[src/rtl/irqc_pkg.sv]
package irqc_pkg;

    localparam int unsigned SRC_N      = 16;
    localparam int unsigned LVL_W      = 3;
    localparam int unsigned CODE_W     = 6;
    localparam int unsigned ADDR_W     = 5;
    localparam int unsigned BYTE_W     = 8;
    localparam int unsigned WORD_W     = 32;
    localparam int unsigned NLVL       = SRC_N / 4;
    localparam int unsigned STAT_BYTES = SRC_N / 8;

    // word indices inside the bank (address bits 4:2)
    localparam logic [2:0] W_STAT = 3'd0;
    localparam logic [2:0] W_MASK = 3'd1;

    localparam logic [CODE_W-1:0] CODE_CLEAR = 6'd0;
    localparam logic [CODE_W-1:0] CODE_NMI   = 6'd32;
    localparam logic [1:0]        CODE_SRC_HI = 2'b01;

    typedef enum logic [1:0] {
        EV_NONE,
        EV_NMI,
        EV_SRC,
        EV_CLR
    } ev_kind_e;

    typedef struct packed {
        ev_kind_e   kind;
        logic [3:0] src;
    } irq_evt_t;

    function automatic logic [CODE_W-1:0] code_of(irq_evt_t ev);
        logic [CODE_W-1:0] c;
        case (ev.kind)
            EV_NMI:  c = CODE_NMI;
            EV_SRC:  c = {CODE_SRC_HI, ev.src};
            default: c = CODE_CLEAR;
        endcase
        return c;
    endfunction

endpackage

[src/rtl/irqc_edge.sv]
module irqc_edge #(
    parameter int unsigned W = 1
) (
    input  logic         clk,
    input  logic         rst,
    input  logic [W-1:0] d_i,
    output logic [W-1:0] rise_o,
    output logic [W-1:0] fall_o
);
    logic [W-1:0] prev_q;

    always_ff @(posedge clk) begin
        if (rst) prev_q <= '0;
        else     prev_q <= d_i;
    end

    assign rise_o = d_i & ~prev_q;
    assign fall_o = ~d_i & prev_q;

endmodule

[src/rtl/irqc_regs.sv]
module irqc_regs
    import irqc_pkg::*;
(
    input  logic                         clk,
    input  logic                         rst,
    input  logic                         wr_en_i,
    input  logic [ADDR_W-1:0]            addr_i,
    input  logic [BYTE_W-1:0]            wdata_i,
    output logic [BYTE_W-1:0]            rdata_o,
    input  logic [SRC_N-1:0]             rise_i,
    output logic [WORD_W-1:0]            mask_o,
    output logic [SRC_N-1:0][LVL_W-1:0]  lvl_o
);
    logic [2:0]                   word;
    logic [1:0]                   lane;
    logic [4:0]                   lane_bit;
    logic [SRC_N-1:0]             stat_q, stat_d;
    logic [WORD_W-1:0]            mask_q;
    logic [NLVL-1:0][WORD_W-1:0]  lvl_q;
    logic [WORD_W-1:0]            word_val;
    logic                         is_lvl;

    assign word     = addr_i[4:2];
    assign lane     = addr_i[1:0];
    assign lane_bit = {lane, 3'b000};
    assign is_lvl   = word[2];

    always_comb begin
        stat_d = stat_q;
        if (wr_en_i && word == W_STAT) begin
            for (int b = 0; b < int'(STAT_BYTES); b++) begin
                if (lane == 2'(b)) stat_d[b*8 +: 8] = wdata_i;
            end
        end
        stat_d = stat_d & ~rise_i;
    end

    always_ff @(posedge clk) begin
        if (rst) begin
            stat_q <= '1;
            mask_q <= '0;
            lvl_q  <= '0;
        end else begin
            stat_q <= stat_d;
            if (wr_en_i && word == W_MASK)
                mask_q[lane_bit +: 8] <= wdata_i;
            if (wr_en_i && is_lvl)
                lvl_q[word[1:0]][lane_bit +: 8] <= wdata_i;
        end
    end

    always_comb begin
        word_val = '0;
        if (word == W_STAT)      word_val = WORD_W'(stat_q);
        else if (word == W_MASK) word_val = mask_q;
        else if (is_lvl)         word_val = lvl_q[word[1:0]];
        rdata_o = word_val[lane_bit +: 8];
    end

    assign mask_o = mask_q;

    for (genvar s = 0; s < int'(SRC_N); s++) begin : g_lvl
        assign lvl_o[s] = lvl_q[s/4][(s%4)*8 +: LVL_W];
    end

    // reset values
    a_r1_reset_vals: assert property (@(posedge clk)
        rst |=> (stat_q == '1 && mask_q == '0 && lvl_q == '0));

    // a sampled rise leaves its status bit at zero
    a_r4_rise_clears: assert property (@(posedge clk) disable iff (rst)
        (rise_i != '0) |=> ((stat_q & $past(rise_i)) == '0));

    // a threshold write leaves the other lanes untouched
    a_r3_byte_only: assert property (@(posedge clk) disable iff (rst)
        (wr_en_i && word == W_MASK) |=>
        (((mask_q ^ $past(mask_q)) & ~(32'hFF << {$past(lane), 3'b000})) == '0));

    // writes to the unmapped words change nothing
    a_r2_unmapped_write: assert property (@(posedge clk) disable iff (rst)
        (wr_en_i && (word == 3'd2 || word == 3'd3)) |=>
        ($stable(mask_q) && $stable(lvl_q)));

endmodule

[src/rtl/irqc_arb.sv]
module irqc_arb
    import irqc_pkg::*;
(
    input  logic                         clk,
    input  logic                         rst,
    input  logic [SRC_N-1:0]             rise_i,
    input  logic [SRC_N-1:0]             fall_i,
    input  logic                         nmi_rise_i,
    input  logic                         nmi_fall_i,
    input  logic [SRC_N-1:0][LVL_W-1:0]  lvl_i,
    input  logic [WORD_W-1:0]            mask_i,
    output logic [CODE_W-1:0]            code_o,
    output logic                         vld_o
);
    logic [SRC_N-1:0] qual;
    irq_evt_t         ev;

    for (genvar s = 0; s < int'(SRC_N); s++) begin : g_qual
        assign qual[s] = rise_i[s] && (WORD_W'(lvl_i[s]) > mask_i);
    end

    always_comb begin
        ev.kind = EV_NONE;
        ev.src  = '0;
        for (int s = int'(SRC_N) - 1; s >= 0; s--) begin
            if (qual[s]) begin
                ev.kind = EV_SRC;
                ev.src  = 4'(s);
            end
        end
        if (nmi_rise_i)
            ev.kind = EV_NMI;
        else if (ev.kind == EV_NONE && (fall_i != '0 || nmi_fall_i))
            ev.kind = EV_CLR;
    end

    always_ff @(posedge clk) begin
        if (rst) begin
            code_o <= CODE_CLEAR;
            vld_o  <= 1'b0;
        end else begin
            vld_o <= (ev.kind != EV_NONE);
            if (ev.kind != EV_NONE) code_o <= code_of(ev);
        end
    end

    // non-maskable rise always yields the fixed code
    a_r7_nmi_code: assert property (@(posedge clk) disable iff (rst)
        nmi_rise_i |=> (vld_o && code_o == CODE_NMI));

    // a lone falling edge yields the clear code
    a_r9_clear_code: assert property (@(posedge clk) disable iff (rst)
        ((fall_i != '0 || nmi_fall_i) && !nmi_rise_i && rise_i == '0) |=>
        (vld_o && code_o == CODE_CLEAR));

    // no edge, no strobe
    a_r10_quiet: assert property (@(posedge clk) disable iff (rst)
        (rise_i == '0 && fall_i == '0 && !nmi_rise_i && !nmi_fall_i) |=> !vld_o);

    // strobed codes stay in the legal set
    a_r5_code_range: assert property (@(posedge clk) disable iff (rst)
        vld_o |-> (code_o == CODE_CLEAR || code_o == CODE_NMI ||
                   code_o[5:4] == CODE_SRC_HI));

endmodule

[src/rtl/prio_irq_ctrl.sv]
module prio_irq_ctrl
    import irqc_pkg::*;
(
    input  logic               clk,
    input  logic               rst,
    input  logic [SRC_N-1:0]   src_i,
    input  logic               nmi_i,
    input  logic               bus_wr_i,
    input  logic [ADDR_W-1:0]  bus_addr_i,
    input  logic [BYTE_W-1:0]  bus_wdata_i,
    output logic [BYTE_W-1:0]  bus_rdata_o,
    output logic [CODE_W-1:0]  code_o,
    output logic               code_vld_o
);
    localparam int unsigned EW = SRC_N + 1;

    logic [EW-1:0]                rise_all, fall_all;
    logic [WORD_W-1:0]            mask_w;
    logic [SRC_N-1:0][LVL_W-1:0]  lvl_w;

    irqc_edge #(.W(EW)) u_edge (
        .clk    (clk),
        .rst    (rst),
        .d_i    ({nmi_i, src_i}),
        .rise_o (rise_all),
        .fall_o (fall_all)
    );

    irqc_regs u_regs (
        .clk     (clk),
        .rst     (rst),
        .wr_en_i (bus_wr_i),
        .addr_i  (bus_addr_i),
        .wdata_i (bus_wdata_i),
        .rdata_o (bus_rdata_o),
        .rise_i  (rise_all[SRC_N-1:0]),
        .mask_o  (mask_w),
        .lvl_o   (lvl_w)
    );

    irqc_arb u_arb (
        .clk        (clk),
        .rst        (rst),
        .rise_i     (rise_all[SRC_N-1:0]),
        .fall_i     (fall_all[SRC_N-1:0]),
        .nmi_rise_i (rise_all[SRC_N]),
        .nmi_fall_i (fall_all[SRC_N]),
        .lvl_i      (lvl_w),
        .mask_i     (mask_w),
        .code_o     (code_o),
        .vld_o      (code_vld_o)
    );

endmodule

[config.mk]
export PLATFORM = sky130hd
export DESIGN_NAME = prio_irq_ctrl
export DESIGN_NICKNAME = d
export VERILOG_FILES = /design/src/rtl/irqc_pkg.sv /design/src/rtl/irqc_edge.sv /design/src/rtl/irqc_regs.sv /design/src/rtl/irqc_arb.sv /design/src/rtl/prio_irq_ctrl.sv
export SDC_FILE = /design/constraint.sdc
export NUM_CORES = 1
export LEC_CHECK = 0
export BUFFER_PORTS_ARGS = -buffer_cell sky130_fd_sc_hd__buf_2
export CAP_MARGIN = 40
export CORE_ASPECT_RATIO = 1.2
export CORE_MARGIN = 2
export CORE_UTILIZATION = 55
export CTS_BUF_LIST = sky130_fd_sc_hd__clkbuf_2
export CTS_CLUSTER_SIZE = 14
export DETAILED_ROUTE_END_ITERATION = 12
export PLACE_DENSITY = 0.73
export SYNTH_ARGS = -nofsm -noshare
export SYNTH_HDL_FRONTEND = slang
export SYNTH_SLANG_ARGS = --single-unit
[constraint.sdc]
create_clock -name clk -period 3.24 [get_ports clk]
set_input_delay 0.324 -clock clk [delete_from_list [all_inputs] [get_ports clk]]
set_output_delay 0.324 -clock clk [all_outputs]
set_load 0.02 [all_outputs]
==> summary.md <==
| Metric | Value |
|---|---|
| Vias post-DR | `~8800` |
| Mean Syn Cell Area | `about 9.4 µm²` |
| Post-Synthesis Cell Area | `~10000 µm²` |
| Skew-Pair Late Insertion Delay | `just over 0.8 ns` |
| Placed Cells | `~1400` |
| Startpoint Class | `register` |
| Synth-to-layout area growth | `11.8%` |
| Main area contributors after synthesis | `dfxtp_1 (39%), mux2i_1 (9.9%), mux4_2 (7.0%)` |
| Hold buffer count at CTS | `40` |
| Synth Register Bits | `200` |
| WL/cell | `approximately 20 µm` |
| Port Buf Inserts | `47` |
| Worst hold margin | `between 0.2 and 0.25 ns` |
| Core area | `~18000 µm²` |
| Layout Cells excl Fill | `about 1400` |
| Synth top area share | `between 30% and 40%` |
| CTS Buf Count | `17` |
| Final Hold Viols | `0` |
| Largest net degree at the start of global routing | `between 100 and 150` |
| Hpwl dp | `about 21000 µm` |
| Fin nets | `around 1300` |
| Fin Clk Skew | `around 0.035 ns` |
| Max Cap Violations | `0` |
| Fill cell count | `approximately 1600` |
| IO Count | `48` |
| Syn. warnings | `0` |
| Clock slew at reported path FFs | `between 0.2 and 0.3 ns` |
| Gp weighted congestion | `about 0.91` |
| Share of post-route cells with drive strength above 1 | `15.3%` |
| Routed WL | `28800 µm` |
| Yosys top cell by area | `dfxtp_1` |
| FP Rows | `54` |
| Root Driver | `clkbuf_2` |
| Initial antenna violation count | `1` |
| CTS Buffer Depth | `2` |
| Met1 Track Usage GR | `a little under 40%` |
| Final period util | `88.7%` |
| Vias per cell | `6.19` |
| Cells after Synth | `between 1000 and 1500` |
| Resized cells post-CTS | `0` |
| Starting Density | `between 50 and 60%` |
| Worst setup margin | `between 0.3 and 0.4 ns` |
| Status | `complete, no violations` |
| Net Count, Synth | `1184` |
| Setup WS pre-CTS | `between 0.5 and 0.6 ns` |
| Post-CTS Setup Bufs | `0` |
| CP required | `2.92 ns` |
| Max-slew violation count | `0` |
| P per Cell Area | `~370 nW/µm²` |
| GR Util met2 | `a little under half` |
| Iteration-0 DRC Markers | `around 800` |
| Achievable frequency | `between 300 and 400 MHz` |
| Total track usage | `between 20 and 30%` |
| Gr ovfl total | `0` |
| Drt drc | `0` |
| Critical path class | `register to primary output` |
| CTS tree | `built` |
| CP endpoint kind | `primary output` |
| Most used routing layer | `met2` |
| Drt first pass iters | `5` |
| Max transition margin | `a little under half` |
| Async set or reset register ratio after synthesis | `0%` |
| Worst Tran Pin Value | `roughly 0.82 ns` |
| RSZ-0062 raised after global routing | `false` |
| Max VDD drop | `a little over 0.2 mV` |
| Worst EP arrival | `2.55 ns` |
| M3 GR Usage | `5.57%` |
| Sink Count | `200` |
| Setup TNS | `0 ns` |
| Die Footprint | `roughly 20000 µm²` |
| Die Wd | `between 100 and 150 µm` |
| Fin crit period | `around 2.9 ns` |
| Post-synth EDFFs | `0` |
| DRT antenna net count | `0` |
| Hold Path Class | `input pin to register` |
| Number of distinct library cells after synthesis | `62` |
| Die H | `about 150 µm` |
| Final setup violation count | `0` |
| Sequential fraction of the synthesis area | `between 30% and 40%` |
| First-pass GRT wire length | `approximately 46000 µm` |
| Leak Pwr | `around 0.0042 µW` |
| Worst-path fanout max | `11` |
| Vias in the first global route | `roughly 8500` |
| H-tree levels | `4` |
| Ys flop type | `dfxtp_1` |
## per-layer routing
| metal | share of wire, % | vias to the layer above |
|---|---|---|
| li1 | - | 4140 |
| met1 | 41 | 4249 |
| met2 | 48 | 346 |
| met3 | 7.0 | 77 |
| met4 | 3.9 | 0 |
| met5 | 0 | - |
## flip-flops by register name (all words and copies together), names as in the netlist
| register | flops |
|---|---|
| u_edge.prev_q | 17 |
| u_regs.stat_q | 16 |
| u_arb.vld_o | 1 |
| u_regs.lvl_o | 48 |
| u_regs.mask_o | 32 |
| u_arb.code_o | 6 |
| u_regs.lvl_q | 80 |
## cells in the final DEF, fill, tap and decap left out, types with 12 or more instances in the layout
cell type      instances
dfxtp_1              200
nor2_1               125
mux2i_1              102
nand2_1               94
a21oi_1               62
ha_1                  52
buf_2                 46
o21ai_0               41
dlygate4sd3_1         40
inv_1                 38
nand3_1               37
buf_4                 36
and2_1                34
a221oi_1              33
mux4_2                32
nor2b_1               31
clkbuf_2              17
nand2b_1              12
## worst paths after layout
check	end	cells after the start	slack (ns)	startpoint
worst min-delay path	u_regs.mask_o[31]	4	0.20	bus_addr_i[1]
worst min register to register	u_arb.code_o[3]	2	0.48	u_arb.code_o[3]
worst max-delay path	bus_rdata_o[0]	5	0.37	u_regs.mask_o[0]
worst max register to register	u_arb.code_o[0]	10	0.50	u_regs.mask_o[1]
## cell type report
class / instances / area, µm² / area share (%)
Multi-Input combinational cell: 804 / 5910 / 51.4
Sequential cell: 200 / 4000 / 34.8
Timing Repair Buffer: 124 / 932 / 8.11
Tap cell: 224 / 280 / 2.44
Inverter: 39 / 146 / 1.27
Clock inverter: 14 / 141 / 1.23
Clock buffer: 17 / 85.1 / 0.740
Antenna cell: 1 / 2.50 / 0.0218
## power breakdown
group / leakage, µW / internal, µW / switching, µW
combinational: 0.00246 / 184 / 296
sequential: 0.00162 / 2500 / 19.2
clock: 0.000132 / 295 / 902
total: 0.00421 / 2980 / 1220
## kinds of logic (layout without fill, tap and decap cells)
| kind of cell | after synthesis | count (layout) | share of synthesized area [%] |
|---|---|---|---|
| simple gates | 385 | 385 | 18.3 |
| flops | 200 | 200 | 38.9 |
| fa+ha+maj | 52 | 52 | 6.32 |
| compound gates | 222 | 222 | 14.6 |
| mux | 145 | 145 | 18.1 |
| other cells | 0 | 1 | 0 |
| buf+inv | 95 | 194 | 3.71 |
## cell usage after synthesis, types with 11 or more instances
cell type / instances
dfxtp_1: 200
nor2_1: 125
mux2i_1: 102
nand2_1: 94
a21oi_1: 62
ha_1: 52
o21ai_0: 41
clkbuf_1: 39
inv_1: 38
nand3_1: 37
and2_1: 34
a221oi_1: 33
mux4_2: 32
nor2b_1: 31
buf_2: 14
nand2b_1: 12
a21o_1: 11
mux2_2: 11
nor3_1: 11
## critical path, cell delays in order, from the launching register on
cell	delay [ns]
dfxtp_1	0.63
buf_4	0.29
a221oi_1	0.11
a22o_1	0.30
o32ai_1	0.20
buf_2	0.24
## per-stage QoR
step                      util [%]  instance area, µm²  total power (µW)
final                         63.0               11500              4200
after global routing          63.0               11500              4350
after CTS                     63.0               11500              4200
after detailed placement      59.6               10900              3000
after global placement        59.6               10900              3000
after floorplan                  -               10300              2840
Power figures use the tool's default switching activity.
